[config.mk]
export PLATFORM = sky130hd
export DESIGN_NAME = storeReqHandshake
export DESIGN_NICKNAME = d
export VERILOG_FILES = /design/src/rtl/storeReqPkg.sv /design/src/rtl/storeReqDatapath.sv /design/src/rtl/storeReqCtrl.sv /design/src/rtl/storeReqHandshake.sv
export SDC_FILE = /design/constraint.sdc
export NUM_CORES = 1
export LEC_CHECK = 0
export BUFFER_PORTS_ARGS = -buffer_cell sky130_fd_sc_hd__buf_2
export CAP_MARGIN = 25
export CORE_AREA = 2 2 45 47
export CTS_CLUSTER_DIAMETER = 120
export DETAILED_ROUTE_END_ITERATION = 16
export DIE_AREA = 0 0 47 49
export GPL_TIMING_DRIVEN = 0
export MAX_ROUTING_LAYER = met4
export PLACE_DENSITY = 0.68
export SLEW_MARGIN = 5
export SYNTH_ARGS = -nofsm -noshare
export SYNTH_HDL_FRONTEND = slang
export SYNTH_SLANG_ARGS = --single-unit
[constraint.sdc]
create_clock -name clk -period 1.2 [get_ports clk]
set_input_delay 0.3 -clock clk [delete_from_list [all_inputs] [get_ports clk]]
set_output_delay 0.3 -clock clk [all_outputs]
set_load 0.05 [all_outputs]
[src/rtl/storeReqPkg.sv]
package storeReqPkg;

  typedef enum logic [2:0] {
    ST_IDLE    = 3'd0,
    ST_GRACE   = 3'd1,
    ST_STORE   = 3'd2,
    ST_HOLD    = 3'd3,
    ST_RECOVER = 3'd4
  } hsState_e;

  typedef struct packed {
    logic loadGrace;
    logic loadRecover;
    logic fireStore;
  } dpStrobe_t;

endpackage

[src/rtl/storeReqDatapath.sv]
module storeReqDatapath
  import storeReqPkg::*;
#(
  parameter int MIN_PULSE      = 2,
  parameter int GRACE_CYCLES   = 8,
  parameter int RECOVER_CYCLES = 4
) (
  input  logic      clk,
  input  logic      rstN,
  input  logic      lineIn,
  input  dpStrobe_t strobe,
  output logic      reqEvt,
  output logic      lineHigh,
  output logic      graceDone,
  output logic      recoverDone,
  output logic      storeStart
);

  localparam int SYNC_STAGES = 2;
  localparam int LW = $clog2(MIN_PULSE + 1);
  localparam int GW = $clog2(GRACE_CYCLES + 1);
  localparam int RW = $clog2(RECOVER_CYCLES + 1);
  localparam logic [LW-1:0] LOW_LAST  = LW'(MIN_PULSE - 1);
  localparam logic [LW-1:0] LOW_FULL  = LW'(MIN_PULSE);
  localparam logic [GW-1:0] GRACE_TOP = GW'(GRACE_CYCLES - 1);
  localparam logic [RW-1:0] REC_TOP   = RW'(RECOVER_CYCLES - 1);

  logic [SYNC_STAGES-1:0] syncQ;
  logic [LW-1:0]          lowCnt;
  logic [GW-1:0]          graceCnt;
  logic [RW-1:0]          recoverCnt;
  logic                   startQ;

  // metastability guard, reset to the idle (released) level
  always_ff @(posedge clk or negedge rstN) begin
    if (!rstN) syncQ <= '1;
    else       syncQ <= {syncQ[SYNC_STAGES-2:0], lineIn};
  end

  assign lineHigh = syncQ[SYNC_STAGES-1];

  // width qualifier: saturating count of consecutive low samples
  always_ff @(posedge clk or negedge rstN) begin
    if (!rstN)                 lowCnt <= '0;
    else if (lineHigh)         lowCnt <= '0;
    else if (lowCnt != LOW_FULL) lowCnt <= lowCnt + 1'b1;
  end

  // single event on the sample that completes the minimum width
  assign reqEvt = !lineHigh && (lowCnt == LOW_LAST);

  always_ff @(posedge clk or negedge rstN) begin
    if (!rstN)                 graceCnt <= '0;
    else if (strobe.loadGrace) graceCnt <= GRACE_TOP;
    else if (graceCnt != '0)   graceCnt <= graceCnt - 1'b1;
  end

  assign graceDone = (graceCnt == '0);

  always_ff @(posedge clk or negedge rstN) begin
    if (!rstN)                   recoverCnt <= '0;
    else if (strobe.loadRecover) recoverCnt <= REC_TOP;
    else if (recoverCnt != '0)   recoverCnt <= recoverCnt - 1'b1;
  end

  assign recoverDone = (recoverCnt == '0);

  always_ff @(posedge clk or negedge rstN) begin
    if (!rstN) startQ <= 1'b0;
    else       startQ <= strobe.fireStore;
  end

  assign storeStart = startQ;

endmodule

[src/rtl/storeReqCtrl.sv]
module storeReqCtrl
  import storeReqPkg::*;
(
  input  logic      clk,
  input  logic      rstN,
  input  logic      reqEvt,
  input  logic      lineHigh,
  input  logic      graceDone,
  input  logic      recoverDone,
  input  logic      accessBusy,
  input  logic      dirty,
  input  logic      nvOpBusy,
  input  logic      storeDone,
  output dpStrobe_t strobe,
  output logic      pullDown,
  output logic      chipDisable,
  output logic      blockWrites
);

  hsState_e state, stateNext;

  always_ff @(posedge clk or negedge rstN) begin
    if (!rstN) state <= ST_IDLE;
    else       state <= stateNext;
  end

  always_comb begin
    stateNext = state;
    strobe    = '0;
    unique case (state)
      ST_IDLE: begin
        if (reqEvt && !nvOpBusy) begin
          stateNext        = ST_GRACE;
          strobe.loadGrace = 1'b1;
        end
      end
      ST_GRACE: begin
        if (graceDone && !accessBusy) begin
          if (dirty) begin
            stateNext        = ST_STORE;
            strobe.fireStore = 1'b1;
          end else begin
            stateNext = ST_HOLD;
          end
        end
      end
      ST_STORE: begin
        if (storeDone) stateNext = ST_HOLD;
      end
      ST_HOLD: begin
        if (lineHigh) begin
          stateNext          = ST_RECOVER;
          strobe.loadRecover = 1'b1;
        end
      end
      ST_RECOVER: begin
        if (recoverDone) stateNext = ST_IDLE;
      end
      default: stateNext = ST_IDLE;
    endcase
  end

  assign pullDown    = (state == ST_STORE);
  assign chipDisable = (state == ST_STORE) || (state == ST_HOLD) || (state == ST_RECOVER);
  assign blockWrites = (state != ST_IDLE);

endmodule

[src/rtl/storeReqHandshake.sv]
module storeReqHandshake
  import storeReqPkg::*;
#(
  parameter int MIN_PULSE      = 2,
  parameter int GRACE_CYCLES   = 8,
  parameter int RECOVER_CYCLES = 4
) (
  input  logic clk,
  input  logic rstN,
  input  logic lineIn,
  input  logic accessBusy,
  input  logic writeReq,
  input  logic dirty,
  input  logic nvOpBusy,
  input  logic storeDone,
  output logic storeStart,
  output logic pullDown,
  output logic writeInhibit,
  output logic chipDisable
);

  dpStrobe_t strobe;
  logic reqEvt, lineHigh, graceDone, recoverDone, blockWrites;

  storeReqDatapath #(
    .MIN_PULSE      (MIN_PULSE),
    .GRACE_CYCLES   (GRACE_CYCLES),
    .RECOVER_CYCLES (RECOVER_CYCLES)
  ) dp (
    .clk         (clk),
    .rstN        (rstN),
    .lineIn      (lineIn),
    .strobe      (strobe),
    .reqEvt      (reqEvt),
    .lineHigh    (lineHigh),
    .graceDone   (graceDone),
    .recoverDone (recoverDone),
    .storeStart  (storeStart)
  );

  storeReqCtrl ctrl (
    .clk         (clk),
    .rstN        (rstN),
    .reqEvt      (reqEvt),
    .lineHigh    (lineHigh),
    .graceDone   (graceDone),
    .recoverDone (recoverDone),
    .accessBusy  (accessBusy),
    .dirty       (dirty),
    .nvOpBusy    (nvOpBusy),
    .storeDone   (storeDone),
    .strobe      (strobe),
    .pullDown    (pullDown),
    .chipDisable (chipDisable),
    .blockWrites (blockWrites)
  );

  assign writeInhibit = writeReq && blockWrites;

endmodule

# ---- After elaboration in Yosys (flattened, before gate mapping)
# Index checks and enable logic that the tools add are counted.
dict set report totals {
  register_bits 15
  output_inout_bits 4
  word_cells 59
}
dict set report classes {
  add_sub_neg 3
  eq_ne 11
  n_mux 20
  reduce_logical 19
}
# operator count
set ops {}
lappend ops {{2-to-1 mux 3 bit} 7}
lappend ops {{case mux 3 bit (5 select lines)} 1}
lappend ops {{2-to-1 mux 1 bit} 8}
lappend ops {{2-to-1 mux 4 bit} 2}
lappend ops {{equality test 3 x 2 -> 1 bit (second input constant)} 2}
lappend ops {{zero test 3 bit} 2}
lappend ops {{inequality test 2 x 1 -> 1 bit (second input constant)} 3}
lappend ops {{inequality test 2 bit (second input constant)} 3}
lappend ops {{nonzero test 2 bit} 3}
lappend ops {{nonzero test 3 bit} 2}
lappend ops {{AND reduction 5 bit} 1}
lappend ops {{logical AND 1 bit} 4}
lappend ops {{zero test 4 bit} 1}
lappend ops {{2-to-1 mux 2 bit} 2}
lappend ops {{nonzero test 4 bit} 1}
lappend ops {{subtractor 4 x 1 -> 4 bit (second input constant)} 1}
lappend ops {{equality test 3 x 1 -> 1 bit (second input constant)} 1}
lappend ops {{equality test 3 bit (second input constant)} 1}
lappend ops {{zero test 1 bit} 3}
lappend ops {{subtractor 3 x 1 -> 3 bit (second input constant)} 1}
lappend ops {{adder 2 x 1 -> 2 bit (second input constant)} 1}
lappend ops {{equality test 2 x 1 -> 1 bit (second input constant)} 1}
lappend ops {{logical OR 1 bit} 2}

# ---- Logic depth before layout (Yosys ltp)
dict set report logic_depth {
  depth_word 6
  depth_mapped 6
}

# ---- Modules after synthesis
# From an unflattened synthesis, not the netlist that was laid out.
dict set report unflattened {
  cells_unflattened 77
  area_unflattened_um2 784.5
}
# mod instances cells_each area_per_inst_um2 seq_area_each_um2
set by_module_without_submodules {}
lappend by_module_without_submodules {storeReqDatapath 1 50 560.5 302.8}
lappend by_module_without_submodules {storeReqCtrl 1 26 217.7 75.1}
lappend by_module_without_submodules {storeReqHandshake 1 1 6.3 0.0}

# ---- Worst setup path before layout
# Ideal clock, no wire load.
dict set report synth_path {
  kind {register -> register}
  from {reg ctrl.state[2]}
  to {reg ctrl.state[0]}
  arrival_ns 1.478
  required_time_ns 1.113
  setup_slack_ns -0.364
  path_stages_with_launch 4
  path_buffers 0
  cell_sequence {dfrtp_1 -> nor3b_2 -> a22oi_1 -> o211ai_1}
}
dict set report synth_via {
  elab_chain_len 3
  word_cells_on_any_way 12
}
# element line
set synth_lines {}
lappend synth_lines {{start, declared} storeReqCtrl.sv:20} ;# hsState_e state, stateNext;
lappend synth_lines {{start signal, assigned} storeReqCtrl.sv:24} ;# else state <= stateNext;
lappend synth_lines {{equality test 3 x 2 -> 1 bit *} --}
lappend synth_lines {{via pullDown} storeReqHandshake.sv:17} ;# output logic pullDown,
lappend synth_lines {{inequality test 2 bit (no source line)} --}
lappend synth_lines {{AND reduction 5 bit (no source line)} --}
# The timed path passes the listed nets; every way through them passes the cells marked *.
# A chain may end at the register's enable or synchronous reset.

# ---- Final worst setup path
dict set report layout_path {
  from {reg ctrl.state[2]}
  to {out chipDisable}
}
dict set report layout_via {
  elab_chain_len 3
  word_cells_on_any_way 5
}
# element line
set layout_lines {}
lappend layout_lines {{equality test 3 x 2 -> 1 bit} storeReqCtrl.sv:64} ;# assign chipDisable = (state == ST_STORE) || (state == ST_HOLD) || (state == ST_RECOVER);
lappend layout_lines {{logical OR 1 bit} storeReqCtrl.sv:64}
lappend layout_lines {{logical OR 1 bit *} storeReqCtrl.sv:64}
lappend layout_lines {{end, declared} storeReqHandshake.sv:19} ;# output logic chipDisable
# Mark *: on every way between the ends. The rest lies on a longest branch, timed or not.

==> flow_metrics.tcl <==
set metrics [dict create \
    p_sw_frac 0.390 \
    p_seq_frac 0.306 \
    p_total_uw 2910 \
    drt_pass1_iterations 4 \
    holdPathStages 1 \
    grt_max_degree 16 \
    r2r.worst_path.cells 5 \
    fin_skew_ps 4.15 \
    startpoint_type "flip-flop" \
    worstPathRequired_ps 900 \
    synth_top_cells_by_count "13 x dfrtp_1, 8 x inv_1, 8 x nand2_1" \
    numClockSinks 15 \
    post-route-util 0.638 \
    fmax_ghz 0.651 \
    slowest_delay_ps 480 \
    ys_warn_count 0 \
    maxCapViolCount 0 \
    pin_count 12 \
    syn2layout_area_growth_pct 43.6 \
    remaining_drc_errors 0 \
    route.final.wire_length_microns 1710 \
    p_per_area_nw_per_um2 2480 \
    ys_top_cells_by_area "dfrtp_1 40%, ha_1 9.2%, dfstp_2 6.4%, inv_1 3.7%, nand2_1 3.7%" \
    synth_top_area_cell "dfrtp_1" \
    min_from "lineIn" \
    power_switching_uw 1140 \
    vias 626 \
    combPwrFrac 0.598 \
    rrSetupSlack_ps -70 \
    viasPerCell 4.78 \
    drv_slew 0 \
    min_path_type "in2reg" \
    gr-usage-all-layers 0.176 \
    synth_cells 74 \
    maxSlewHeadroom 0.771 \
    yosysMostFrequentCell "dfrtp_1" \
    final.setup.worst_slack_ps -337 \
    dieArea_sq_um 2300 \
    grt_pass1_wl_microns 2780 \
    fin_crit_ps 1540 \
    routabilityCongestion 0.685 \
    die_h_microns 49 \
    p_leak_uw 0.000552 \
    cp.arrival_ps 1240 \
    fin_nets 119 \
    reg2reg_to "dp.recoverCnt[2]" \
    clkTransAtPathRegs_ps 90 \
    die_x_microns 47 \
    overflow 0 \
    insertion_delay_ps 270 \
    slowest_stage "dfrtp_2" \
    drt-initial-drc-count 4 \
    setup_viol 9 \
    syn-cell-area_sq_um 818 \
    hold_path_end "dp.syncQ[0]" \
    p_int_uw 1780 \
    start_util 0.444 \
    peakVddDrop_mv 1.34 \
    period_share 1.28 \
    worstMarginPinSlew_ps 344 \
    violations "negative setup slack" \
    wl_per_cell_microns 13.1 \
    grt_pass1_vias 643 \
    clock_path_buffers 2 \
    final_hold_viol_count 0 \
    core_area_sq_um 1840 \
    synth_area_per_cell_sq_um 11.1 \
    syn_nets 88 \
    cts_tree "yes" \
    n_antenna_cell 0 \
    netlist.area_leader.share 0.398 \
    rsz0062_at_grt "yes" \
    rows 16 \
    fin_setup_tns_ps -1200 \
    antenna_found_initial 0 \
    synth_edf_count 0 \
    p_clk_frac 0.097 \
    drt.antenna.violating_nets 0 \
    ys_async_sr_fraction 1.00 \
    critPathKind "reg2out" \
    reg2reg_from "ctrl.state[2]" \
    ys_seq_area_frac 0.462 \
    whs_ps 117 \
    setup.worst_path.end_class "output port" \
    hpwl_microns 1010 \
    cts_max_level 1 \
    crit_chain "mux2_4, buf_8" \
    critical_path_peak_fanout 4 \
    synth.distinct_cells 31 \
    synth-seq-cells 15 \
    drive_above_1_share 0.519 \
    synth_ff_type "dfrtp_1" \
    cts_inserted_buffers 3 \
    status "finished, violations left" \
    root_buffer "clkbuf_4" \
    place.port_buffers 11 \
]
-- per-layer routing --
metal  wire length, microns  vias up  GRT usage
li1                       -      308          -
met1                    679      307      0.203
met2                    968        7      0.297
met3                     37        4     0.0333
met4                     27        0     0.0602
met5                      0        -          -
-- how the worst max path moves through the flow --
stage / cells past startpoint / endpoint / start / slack [ps]
floorplan: 4 / ctrl.state[0] / ctrl.state[1] / -150
global route: 2 / chipDisable / ctrl.state[2] / -370
global placement: 3 / writeInhibit / ctrl.state[2] / -190
detailed placement: 3 / writeInhibit / ctrl.state[2] / -180
CTS: 4 / writeInhibit / ctrl.state[1] / -360
finish: 2 / chipDisable / ctrl.state[2] / -340
-- area by class of cell --
| class | instances | area (sq um) |
|---|---|---|
| inverters | 8 | 30.0 |
| plain buffers | 1 | 11.3 |
| clock buffers | 4 | 26.3 |
| fillers | 162 | 667 |
| multi-input cells | 50 | 493 |
| well taps | 27 | 33.8 |
| flip-flops and latches | 15 | 380 |
| repair buffers | 26 | 200 |
-- power by group through the flow --
| stage | clock network [uW] | registers, uW | logic (uW) |
|---|---|---|---|
| after floorplan | 0 | 875 | 1010 |
| after global placement | 0 | 888 | 1160 |
| after detailed placement | 0 | 901 | 1200 |
| after CTS | 309 | 887 | 1610 |
| after global routing | 325 | 907 | 1910 |
| final | 282 | 890 | 1740 |
-- registers in the layout (all words and copies together) (netlist names) --
name	cells
dp.syncQ	2
dp.graceCnt	4
ctrl.state	3
dp.storeStart	1
dp.recoverCnt	3
dp.lowCnt	2
-- worst max-delay path: cells and delay by family, from the launching register on --
family,cells,cell delay (ps)
buf+inv,1,150
flops,1,480
mux,1,330
-- cell families (layout without fill, tap and decap cells) --
| family | Yosys count | in the layout | synth area share |
|---|---|---|---|
| xor gates and xnor gates | 3 | 3 | 0.0321 |
| DFF | 15 | 15 | 0.462 |
| AOI/OAI and AO/OA | 8 | 8 | 0.0795 |
| and+or+nand+nor | 30 | 30 | 0.245 |
| buffers and inverters | 9 | 39 | 0.0505 |
| muxes | 3 | 3 | 0.0398 |
| adders and majority gates | 6 | 6 | 0.0917 |
-- cell usage in the layout (no fill, tap or decap), types with 2 or more instances in the layout --
cell	instances
nand2b_1	2
buf_2	8
nor2b_4	2
nand3_4	2
ha_4	2
o211ai_1	2
nand2_1	7
buf_4	12
inv_2	2
nor3b_4	2
dfrtp_2	2
inv_1	6
dfrtp_1	11
clkbuf_4	3
buf_6	5
mux2_4	2
nor2_1	6
ha_1	3
dfstp_2	2
-- timing repair --
item,CTS,global route
buffers inserted,14,2
cloned,0,0
pin swaps,8,4
setup endpoints to repair,9,11
endpoints found under the hold margin,13,0
hold buffers,1,0
gates resized for setup,16,6
-- through the flow --
step,instance area (sq um),setup slack (ps),cells
floorplan,857,-148,74
global placement,946,-189,112
detailed placement,946,-181,112
CTS,1140,-357,130
global route,1170,-371,131
finish,1170,-337,131
(Power assumes the default switching activity.)
